$ cat config.mk
export PLATFORM = sky130hd
export DESIGN_NAME = cid_regbank
export DESIGN_NICKNAME = d
export VERILOG_FILES = /design/src/rtl/cid_pkg.sv /design/src/rtl/cid_decode.sv /design/src/rtl/cid_size_table.sv /design/src/rtl/cid_regbank.sv
export SDC_FILE = /design/constraint.sdc
export NUM_CORES = 1
export LEC_CHECK = 0
export CAP_MARGIN = 5
export CORE_MARGIN = 5
export CORE_UTILIZATION = 36
export CTS_CLUSTER_SIZE = 14
export DETAILED_ROUTE_END_ITERATION = 8
export PLACE_DENSITY = 0.86
export RECOVER_POWER = 50
export SLEW_MARGIN = 10
export SYNTH_ARGS = -nofsm -noshare
export SYNTH_HDL_FRONTEND = slang
export SYNTH_SLANG_ARGS = --single-unit
$ cat constraint.sdc
create_clock -name clk -period 2.15 [get_ports clk]
set_input_delay 0.215 -clock clk [delete_from_list [all_inputs] [get_ports clk]]
set_output_delay 0.215 -clock clk [all_outputs]
set_load 0.005 [all_outputs]
$ cat src/rtl/cid_pkg.sv
package cid_pkg;

    localparam int DATA_W = 32;
    localparam int OP_W   = 3;
    localparam int CRM_W  = 4;

    localparam logic [DATA_W-1:0] LEVEL_WORD = (32'd1 << 27) | (32'd2 << 24) | 32'd3;
    localparam logic [DATA_W-1:0] TYPE_WORD  = 32'h8204_8004;

    typedef enum logic [2:0] {
        ACC_ILLEGAL,
        ACC_SEL_WR,
        ACC_RD_SIZE,
        ACC_RD_LEVEL,
        ACC_RD_ZERO,
        ACC_RD_SEL,
        ACC_RD_TYPE
    } acc_kind_e;

    typedef struct packed {
        logic             write;
        logic [OP_W-1:0]  op1;
        logic [CRM_W-1:0] crm;
        logic [OP_W-1:0]  op2;
    } acc_req_t;

    typedef struct packed {
        logic              valid;
        logic              err;
        logic [DATA_W-1:0] data;
    } acc_rsp_t;

    function automatic logic [DATA_W-1:0] size_reset(input int idx);
        case (idx)
            0:       return 32'hE007_E01A;
            1:       return 32'h2007_E01A;
            2:       return 32'hF000_0000;
            default: return '0;
        endcase
    endfunction

endpackage

$ cat src/rtl/cid_decode.sv
module cid_decode
    import cid_pkg::*;
(
    input  acc_req_t  req,
    input  logic      legacy,
    output acc_kind_e kind
);

    always_comb begin
        kind = ACC_ILLEGAL;
        if (req.write) begin
            if (req.op1 == 3'd2 && req.crm == '0 && req.op2 == 3'd0 && !legacy)
                kind = ACC_SEL_WR;
        end else begin
            case (req.op1)
                3'd0: if (req.crm == '0 && req.op2 == 3'd1) kind = ACC_RD_TYPE;
                3'd1: begin
                    if (req.crm == '0) begin
                        if (legacy) kind = ACC_RD_ZERO;
                        else begin
                            case (req.op2)
                                3'd0:    kind = ACC_RD_SIZE;
                                3'd1:    kind = ACC_RD_LEVEL;
                                3'd7:    kind = ACC_RD_ZERO;
                                default: kind = ACC_ILLEGAL;
                            endcase
                        end
                    end
                end
                3'd2: if (req.crm == '0 && req.op2 == 3'd0) kind = ACC_RD_SEL;
                default: kind = ACC_ILLEGAL;
            endcase
        end
    end

endmodule

$ cat src/rtl/cid_size_table.sv
module cid_size_table
    import cid_pkg::*;
#(
    parameter int SEL_W = 4
) (
    input  logic [SEL_W-1:0]  idx,
    output logic [DATA_W-1:0] word
);

    localparam int N_ENT = 1 << SEL_W;

    logic [DATA_W-1:0] entries [N_ENT];

    for (genvar g = 0; g < N_ENT; g++) begin : g_ent
        assign entries[g] = size_reset(g);
    end

    assign word = entries[idx];

endmodule

$ cat src/rtl/cid_regbank.sv
module cid_regbank
    import cid_pkg::*;
#(
    parameter int SEL_W = 4
) (
    input  logic              clk,
    input  logic              rst,
    input  logic              req_valid,
    output logic              req_ready,
    input  logic              req_write,
    input  logic [OP_W-1:0]   req_op1,
    input  logic [CRM_W-1:0]  req_crm,
    input  logic [OP_W-1:0]   req_op2,
    input  logic [DATA_W-1:0] req_wdata,
    input  logic              legacy_arch,
    output logic              rsp_valid,
    output logic [DATA_W-1:0] rsp_rdata,
    output logic              rsp_err
);

    acc_req_t          req;
    acc_kind_e         kind;
    logic [SEL_W-1:0]  sel_q;
    logic [DATA_W-1:0] size_word;
    logic [DATA_W-1:0] rd_mux;
    acc_rsp_t          rsp_q;
    logic              accept;

    assign req = '{write: req_write, op1: req_op1, crm: req_crm, op2: req_op2};
    assign req_ready = 1'b1;
    assign accept = req_valid && req_ready;

    cid_decode u_dec (
        .req    (req),
        .legacy (legacy_arch),
        .kind   (kind)
    );

    cid_size_table #(.SEL_W(SEL_W)) u_tab (
        .idx  (sel_q),
        .word (size_word)
    );

    always_comb begin
        case (kind)
            ACC_RD_SIZE:  rd_mux = size_word;
            ACC_RD_LEVEL: rd_mux = LEVEL_WORD;
            ACC_RD_TYPE:  rd_mux = TYPE_WORD;
            ACC_RD_SEL:   rd_mux = DATA_W'(sel_q);
            default:      rd_mux = '0;
        endcase
    end

    always_ff @(posedge clk) begin
        if (rst) begin
            sel_q <= '0;
            rsp_q <= '0;
        end else begin
            if (accept && kind == ACC_SEL_WR)
                sel_q <= req_wdata[SEL_W-1:0];
            rsp_q.valid <= accept;
            rsp_q.err   <= accept && kind == ACC_ILLEGAL;
            rsp_q.data  <= accept ? rd_mux : '0;
        end
    end

    assign rsp_valid = rsp_q.valid;
    assign rsp_err   = rsp_q.err;
    assign rsp_rdata = rsp_q.data;

    a_r10_rsp_follows_req: assert property (@(posedge clk) disable iff (rst)
        req_valid |=> rsp_valid);

    a_r10_no_spurious_rsp: assert property (@(posedge clk) disable iff (rst)
        !req_valid |=> !rsp_valid);

    a_r9_err_zero_data: assert property (@(posedge clk) disable iff (rst)
        rsp_err |-> (rsp_valid && rsp_rdata == '0));

    a_r9_err_keeps_sel: assert property (@(posedge clk) disable iff (rst)
        rsp_err |-> $stable(sel_q));

    a_r2_sel_write: assert property (@(posedge clk) disable iff (rst)
        (req_valid && req_write && !legacy_arch && req_op1 == 3'd2 && req_crm == '0
         && req_op2 == 3'd0) |=> sel_q == $past(req_wdata[SEL_W-1:0]));

    a_r7_legacy_no_write: assert property (@(posedge clk) disable iff (rst)
        (req_valid && req_write && legacy_arch) |=> $stable(sel_q));

endmodule

==> results of run 1 <==
==> synth_stat cells, drive strengths merged, types with 4 or more instances <==
master	n	area (sq um)
a21oi	7	50.1
buf	22	169
dfxtp	18	360
mux2i	5	50.1
nand2	5	18.8
nand2b	10	62.6
nor2	8	30.0
nor3	7	46.3
o21ai	4	20.0
==> final timing paths <==
path | start | end | slack (ns) | cells after the start
max | req_op1[0] | rsp_rdata[28] | 0.31 | 6
max reg2reg | sel_q[3] | rsp_rdata[3] | 1.12 | 3
min reg2reg | sel_q[2] | sel_q[2] | 0.51 | 2
min | req_wdata[2] | sel_q[2] | 0.49 | 3
==> sequential cells by signal, indices dropped and copies added (netlist names) <==
signal     flops
rsp_rdata     12
rsp_err        1
rsp_valid      1
sel_q          4
==> area by class of cell <==
type / count / area, sq um / area share [%]
clock buffers: 3 / 22.5 / 1.62
inverters: 3 / 11.3 / 0.810
multi-input cells: 89 / 579 / 41.7
flip-flops and latches: 18 / 360 / 25.9
well taps: 31 / 38.8 / 2.79
repair buffers: 38 / 378 / 27.2
==> routing by layer <==
metal / up-vias / wire length, um / global-route usage (%)
met1: 392 / 868 / 10.7
met2: 58 / 1250 / 22.9
met5: - / 0 / 0
li1: 444 / - / -
met3: 8 / 222 / 1.55
met4: 0 / 50 / 4.75
==> logic make-up (layout without fill, tap and decap cells) <==
family / after synthesis / after routing
flip-flops: 18 / 18
other: 2 / 16
multiplexers: 5 / 5
XOR/XNOR: 1 / 1
buffers and inverters: 25 / 44
AND/OR/NAND/NOR: 49 / 49
AO/OA/AOI/OAI: 18 / 18
==> metrics by stage <==
step / power [W] / hold slack (ns) / std cells / setup slack, ns / util (%)
after floorplan: 0.000409 / 0.370 / 132 / 0.748 / -
after global placement: 0.000433 / 0.479 / 179 / 0.115 / 48.8
after detailed placement: 0.000436 / 0.495 / 179 / 0.0381 / 48.8
after CTS: 0.000593 / 0.495 / 182 / 0.337 / 49.6
after global routing: 0.000618 / 0.506 / 182 / 0.260 / 49.6
final: 0.000592 / 0.493 / 182 / 0.314 / 49.6
==> tightest hold or removal path: cells and delay by family <==
family | cells | cell delay (ns)
muxes | 1 | 0.06
buffers and inverters | 1 | 0.40
and+or+nand+nor | 1 | 0.07
==> report_power, final <==
group          internal [W]  switching, W
registers          0.000335   0.000000485
clock network     0.0000653     0.0000969
logic             0.0000487     0.0000451
==> cells in the final DEF, fill, tap and decap left out, types with 2 or more instances in the layout <==
master,instances
clkbuf_4,3
conb_1,16
a21oi_1,5
o21ai_0,3
nand2_1,5
dlygate4sd3_1,18
inv_1,3
nor3_1,6
o211ai_1,2
clkdlybuf4s50_1,19
and3_1,2
nand4_1,3
nor2_1,8
a211oi_2,2
nand2b_1,10
nand3_2,2
dfxtp_1,18
mux2i_1,5
==> impl_metrics.csv, run 1 <==
group,metric,value,unit
cts,cts.sinks,18,
job,maxCapViolCount,0,
drt,vias_per_cell,4.96,
cts,cts.clk_slew.worst_paths,0.09,ns
timing,finClkSkew,0.00160,ns
drt,wirelength,2390,um
cts,cts_tree,"yes",
floorplanning,dieHeight,64.5,um
timing,period_share,85.4,%
logic_synthesis,synthMuxAreaShare,4.69,%
logic_synthesis,synth-edff-count,0,
logic_synthesis,ys_seq_area_share,33.8,%
timing,tns,0,ns
final_layout,stdcell_area,0.00139,sq mm
floorplanning,ios,82,
final_layout,fillCellCount,269,
timing,min_period,1.84,ns
drt,drc,0,
final_layout,num_antenna_cells,0,
logic_synthesis,synthCells,118,
floorplanning,die_area,0.00415,sq mm
cts,clockBufferDepth,2,
floorplanning,fp.dieW,64.5,um
logic_synthesis,syn_area,0.00107,sq mm
cts,cts_buffers,3,
cts,clkLatencyLatePin,0.29,ns
critical_path,arrival,2.04,ns
critical_path,crit_family,"simple AND/OR/NAND/NOR gates",
logic_synthesis,async_flop_share,0,%
placement,globalplace.congestion,0.883,
drt,drt_iter0_markers,24,
critical_path,crit_chain,"clkdlybuf4s50_1, a211oi_2, nand3_2, nor2_1, nand3_2, nor4_1",
drt,avgRoutedWirePerCell,13.1,um
floorplanning,start_util,38.0,%
global_route,grt_overflow_total,0,
power_and_ir_drop,power.leakage,0.548,nW
timing,rsz0062_at_grt,"false",
cts,ctsHtreeMaxLevel,1,
final_layout,drive_gt1_share,11.3,%
timing,max_freq,0.545,GHz
outcome,outcome,"finished, final reports clean",
hold_path,worstHoldPathType,"in -> reg",
critical_path,crit_type,"in -> reg",
logic_synthesis,yosysUniqueCellTypes,37,
logic_synthesis,yosys.area_share.adder,0,%
logic_synthesis,yosysWarnings,0,
global_route,grt_start_max_net_pins,11,
logic_synthesis,syn_avg_cell_area,9.04,sq um
logic_synthesis,synth-simple-area-share,29.5,%
critical_path,cp_max_fo,10,
critical_path,cp_slowest_stage_delay,0.59,ns
drt,dr.pass1.iters,4,
logic_synthesis,synthFlopType,"dfxtp_1",
timing,maxSlewViolCount,0,
cts,cts_resized,0,
power_and_ir_drop,power_per_cell_area,426,mW/mm^2
global_route,antenna_found_initial,0,
global_route,grt_pass1_vias,872,
critical_path,cp-end-kind,"flop",
power_and_ir_drop,peakVddDrop,0.147,mV
drt,vias,902,
global_route,grt_pass1_wl,3730,um
timing,hold_violations,0,
final_layout,syn2layout_area_growth,30.2,%
logic_synthesis,synth_xor_xnor_area_share,0.821,%
floorplanning,core,0.00281,sq mm
cts,cts_root_buffer,"clkbuf_4",
placement,place_hpwl,1920,um
logic_synthesis,synth_top_family_by_area,"simple AND/OR/NAND/NOR gates",
critical_path,critPathSlowestCell,"clkdlybuf4s50_1",
placement,place_area,0.00137,sq mm
final_layout,final_nets,200,
placement,io_buffers,37,
drt,drtAntennaViolNets,0,
logic_synthesis,synth_compound_gate_area_share,13.6,%
global_route,track_usage,11.1,%
cts,cts-hold-fix-buffers,0,
critical_path,crit_buf_inv,1,
critical_path,required,2.35,ns
cts,postCtsSetupRepairBufs,0,
floorplanning,rows,19,
timing,final-setup-viol-count,0,
logic_synthesis,ys_ff_latch,18,
critical_path,worstSetupStartpointType,"input pin",
critical_path,worst_path_most_repeated_cell,"nand3_2",
(Power assumes the default switching activity.)
==> run 2: changes to the inputs <==
- CORE_UTILIZATION: 36 -> 43
- SLEW_MARGIN: 10 -> not set
- SYNTH_HIERARCHICAL: not set -> 1
==> run 2 against run 1 <==
  * Maximum frequency fell by 11%
  * Final cell count rose by 46%
  * Count of clock-buffer cells in the layout rose by 4
  * Synthesized cell count rose by 33%
  * Setup slack got worse by 0.22 ns
  * Total power rose by 110%
  * Critical path type unchanged
  * Highest routed layer unchanged
==> impl_metrics.csv, run 2 <==
group,metric,value,unit
power_and_ir_drop,finalPower,0.00126,W
critical_path,r2r_setup_slack,1.05,ns
floorplanning,start_util,44.1,%
cts,clkLatencyLatePin,0.28,ns
placement,place_hpwl,2160,um
floorplanning,die_area,0.00508,sq mm
placement,globalplace.congestion,0.834,
final_layout,syn2layout_area_growth,41.9,%
drt,dr.pass1.iters,3,
cts,cts_tree,"yes",
power_and_ir_drop,comb_power_share,5.9,%
logic_synthesis,syn_area,0.00161,sq mm
logic_synthesis,async_flop_share,0,%
final_layout,mostFrequentLayoutCells,"dfxtp_1 (38), dlygate4sd3_1 (27), clkdlybuf4s50_1 (21)",
global_route,grt_start_max_net_pins,14,
cts,ctsHtreeMaxLevel,2,
timing,max_freq,0.487,GHz
global_route,antenna_found_initial,0,
cts,cts_root_buffer,"clkbuf_8",
logic_synthesis,synth_compound_gate_area_share,6.59,%
power_and_ir_drop,power_per_cell_area,549,mW/mm^2
drt,vias,1163,
cts,clockBufferDepth,2,
floorplanning,dieHeight,71.2,um
timing,rsz0062_at_grt,"false",
final_layout,fin_cells,266,
drt,avgRoutedWirePerCell,11.0,um
final_layout,largest_reg_flops,32,
logic_synthesis,ys_ff_latch,38,
logic_synthesis,yosysWarnings,6,
placement,dp_cells,254,
drt,wirelength,2930,um
floorplanning,fp.dieW,71.2,um
power_and_ir_drop,seqPwrFrac,56.3,%
global_route,track_usage,11.7,%
job,maxCapViolCount,0,
final_layout,final_nets,264,
floorplanning,ios,82,
critical_path,worstSetupStartpointType,"input pin",
critical_path,crit_type,"in -> reg",
logic_synthesis,ys_top_cells_by_area,"dfxtp_1 (47%), buf_4 (14%), and2_4 (11%)",
hold_path,hold_start,"sel_q[1]",
logic_synthesis,yosysUniqueCellTypes,30,
logic_synthesis,synth_top_family_by_area,"simple AND/OR/NAND/NOR gates",
logic_synthesis,synth.most_common_cell,"dfxtp_1",
power_and_ir_drop,internal-power,0.00101,W
cts,cts.clk_slew.worst_paths,0.07,ns
final_layout,layout_commonest_cell,"dfxtp_1",
hold_path,min_delay_path_depth,2,
outcome,outcome,"finished, final reports clean",
critical_path,r2r-end,"rsp_rdata[3]",
timing,maxSlewViolCount,0,
critical_path,critPathSlowestCell,"clkdlybuf4s50_1",
placement,io_buffers,52,
final_layout,fin_util,62.5,%
logic_synthesis,syn_avg_cell_area,10.3,sq um
power_and_ir_drop,peakVddDrop,0.283,mV
final_layout,drive_gt1_share,26.6,%
critical_path,reg2reg_from,"sel_q[3]",
logic_synthesis,synthFlopType,"dfxtp_1",
power_and_ir_drop,power.leakage,1.04,nW
drt,drt_iter0_markers,34,
cts,cts.sinks,38,
logic_synthesis,ys_seq_area_share,47.2,%
power_and_ir_drop,clock_power_share,37.8,%
power_and_ir_drop,switching_power,0.000246,W
hold_path,holdPathEnd,"rsp_rdata[1]",
cts,cts_buffers,5,
critical_path,required,2.32,ns
timing,period_share,95.5,%
critical_path,arrival,2.23,ns
drt,drc,0,
global_route,grt_pass1_wl,4570,um
critical_path,crit_chain,"clkdlybuf4s50_1, a211oi_2, or3b_4, and4bb_4, buf_6, nor4bb_4, buf_4, mux2i_1, nor2_1",
logic_synthesis,synthCells,157,
global_route,grt_pass1_vias,1063,
logic_synthesis,yosysTopAreaCell,"dfxtp_1",
global_route,grt_overflow_total,0,
critical_path,r2r_cells,4,
timing,min_period,2.05,ns
drt,vias_per_cell,4.37,
timing,hold_violations,0,
logic_synthesis,yosys.area_share.adder,0,%
logic_synthesis,synth-simple-area-share,27.0,%
floorplanning,rows,22,
logic_synthesis,synthMuxAreaShare,2.48,%
critical_path,cp_slowest_stage_delay,0.43,ns
floorplanning,core,0.00366,sq mm
hold_path,worstHoldPathType,"reg -> reg",
logic_synthesis,synth_xor_xnor_area_share,0,%
power_and_ir_drop,netSwitchingFraction,19.6,%
timing,setup_ws,0.0965,ns
logic_synthesis,yosys.area.top_type_share,47.2,%
final_layout,num_antenna_cells,0,
critical_path,cp-end-kind,"flop",
logic_synthesis,synthTopCellsByCount,"dfxtp_1 (38), buf_4 (30), and2_4 (20)",
timing,finClkSkew,0.00738,ns
logic_synthesis,synth-edff-count,0,
timing,final-setup-viol-count,0,
placement,pre_cts_ws,-0.557,ns
critical_path,cp_max_fo,5,
drt,drtAntennaViolNets,0,
run 2: changes by cell type after synthesis, moves of 3 or more:
cell | previous run | this run
a211oi_1 | 1 | 4
nor2b_1 | 0 | 3
inv_1 | 3 | 0
buf_4 | 21 | 30
nor2_1 | 8 | 12
nand2b_1 | 10 | 0
nand4_1 | 3 | 0
dfxtp_1 | 18 | 38
and2_4 | 0 | 20
run 2: power groups by stage:
stage | Clock [W] | Combinational (W) | Sequential [W]
floorplan | 0 | 0.0000440 | 0.000723
global placement | 0 | 0.0000698 | 0.000722
detailed placement | 0 | 0.0000714 | 0.000722
CTS | 0.000493 | 0.0000725 | 0.000706
global route | 0.000526 | 0.0000813 | 0.000706
finish | 0.000475 | 0.0000741 | 0.000706
run 2: area by class of cell:
type | instances | area [sq um]
tap | 48 | 60.1
multi-input combinational | 102 | 696
inverter | 1 | 6.26
fill | 313 | 1370
timing repair buffer | 69 | 674
clock buffer | 7 | 86.3
sequential | 38 | 761
clock inverter | 1 | 5.00
run 2: cells by family after synthesis:
| kind of cell | after synthesis |
|---|---|
| other | 2 |
| AOI/OAI and AO/OA | 17 |
| muxes | 4 |
| DFF | 38 |
| and+or+nand+nor | 61 |
| buffers and inverters | 35 |
run 2: stage by stage:
step	setup TNS [ns]	hold slack [ns]	cell area, sq um
2_1_floorplan	0	0.287	1680
3_3_place_gp	-7.48	0.501	2100
3_5_place_dp	-7.99	0.501	2100
4_1_cts	-0.171	0.519	2220
5_1_grt	0	0.545	2290
6_report	0	0.517	2290
run 2: how the worst max path moves through the flow:
stage,endpoint,slack (ns),depth (start not counted),start
3_3_place_gp,sel_q[2],-0.48,7,req_op1[0]
2_1_floorplan,rsp_rdata[30],0.12,6,req_crm[0]
6_report,sel_q[1],0.1,9,req_op1[1]
5_1_grt,sel_q[3],0.02,9,req_op1[1]
3_5_place_dp,sel_q[1],-0.56,7,req_op1[0]
4_1_cts,sel_q[3],-0.04,7,req_op1[0]
run 2: metal layers:
metal	wire, um	GRT usage, %
met1	1110	11.2
met2	1460	20.6
met3	302	5.47
met4	53	6.26
met5	0	0
run 2: worst max-delay path, delay by kind of cell:
kind | cells | cell delay (ns)
buffers and inverters | 3 | 0.70
AO/OA/AOI/OAI | 1 | 0.29
AND/OR/NAND/NOR | 4 | 0.87
multiplexers | 1 | 0.14
run 2: what timing repair did:
| item | CTS | global route |
|---|---|---|
| resized for setup | 5 | 12 |
| hold buffers | 0 | 0 |
| pin swaps | 1 | 2 |
| endpoints found under the setup margin | 19 | 21 |
| endpoints found under the hold margin | 0 | 0 |
| buffers inserted | 1 | 3 |
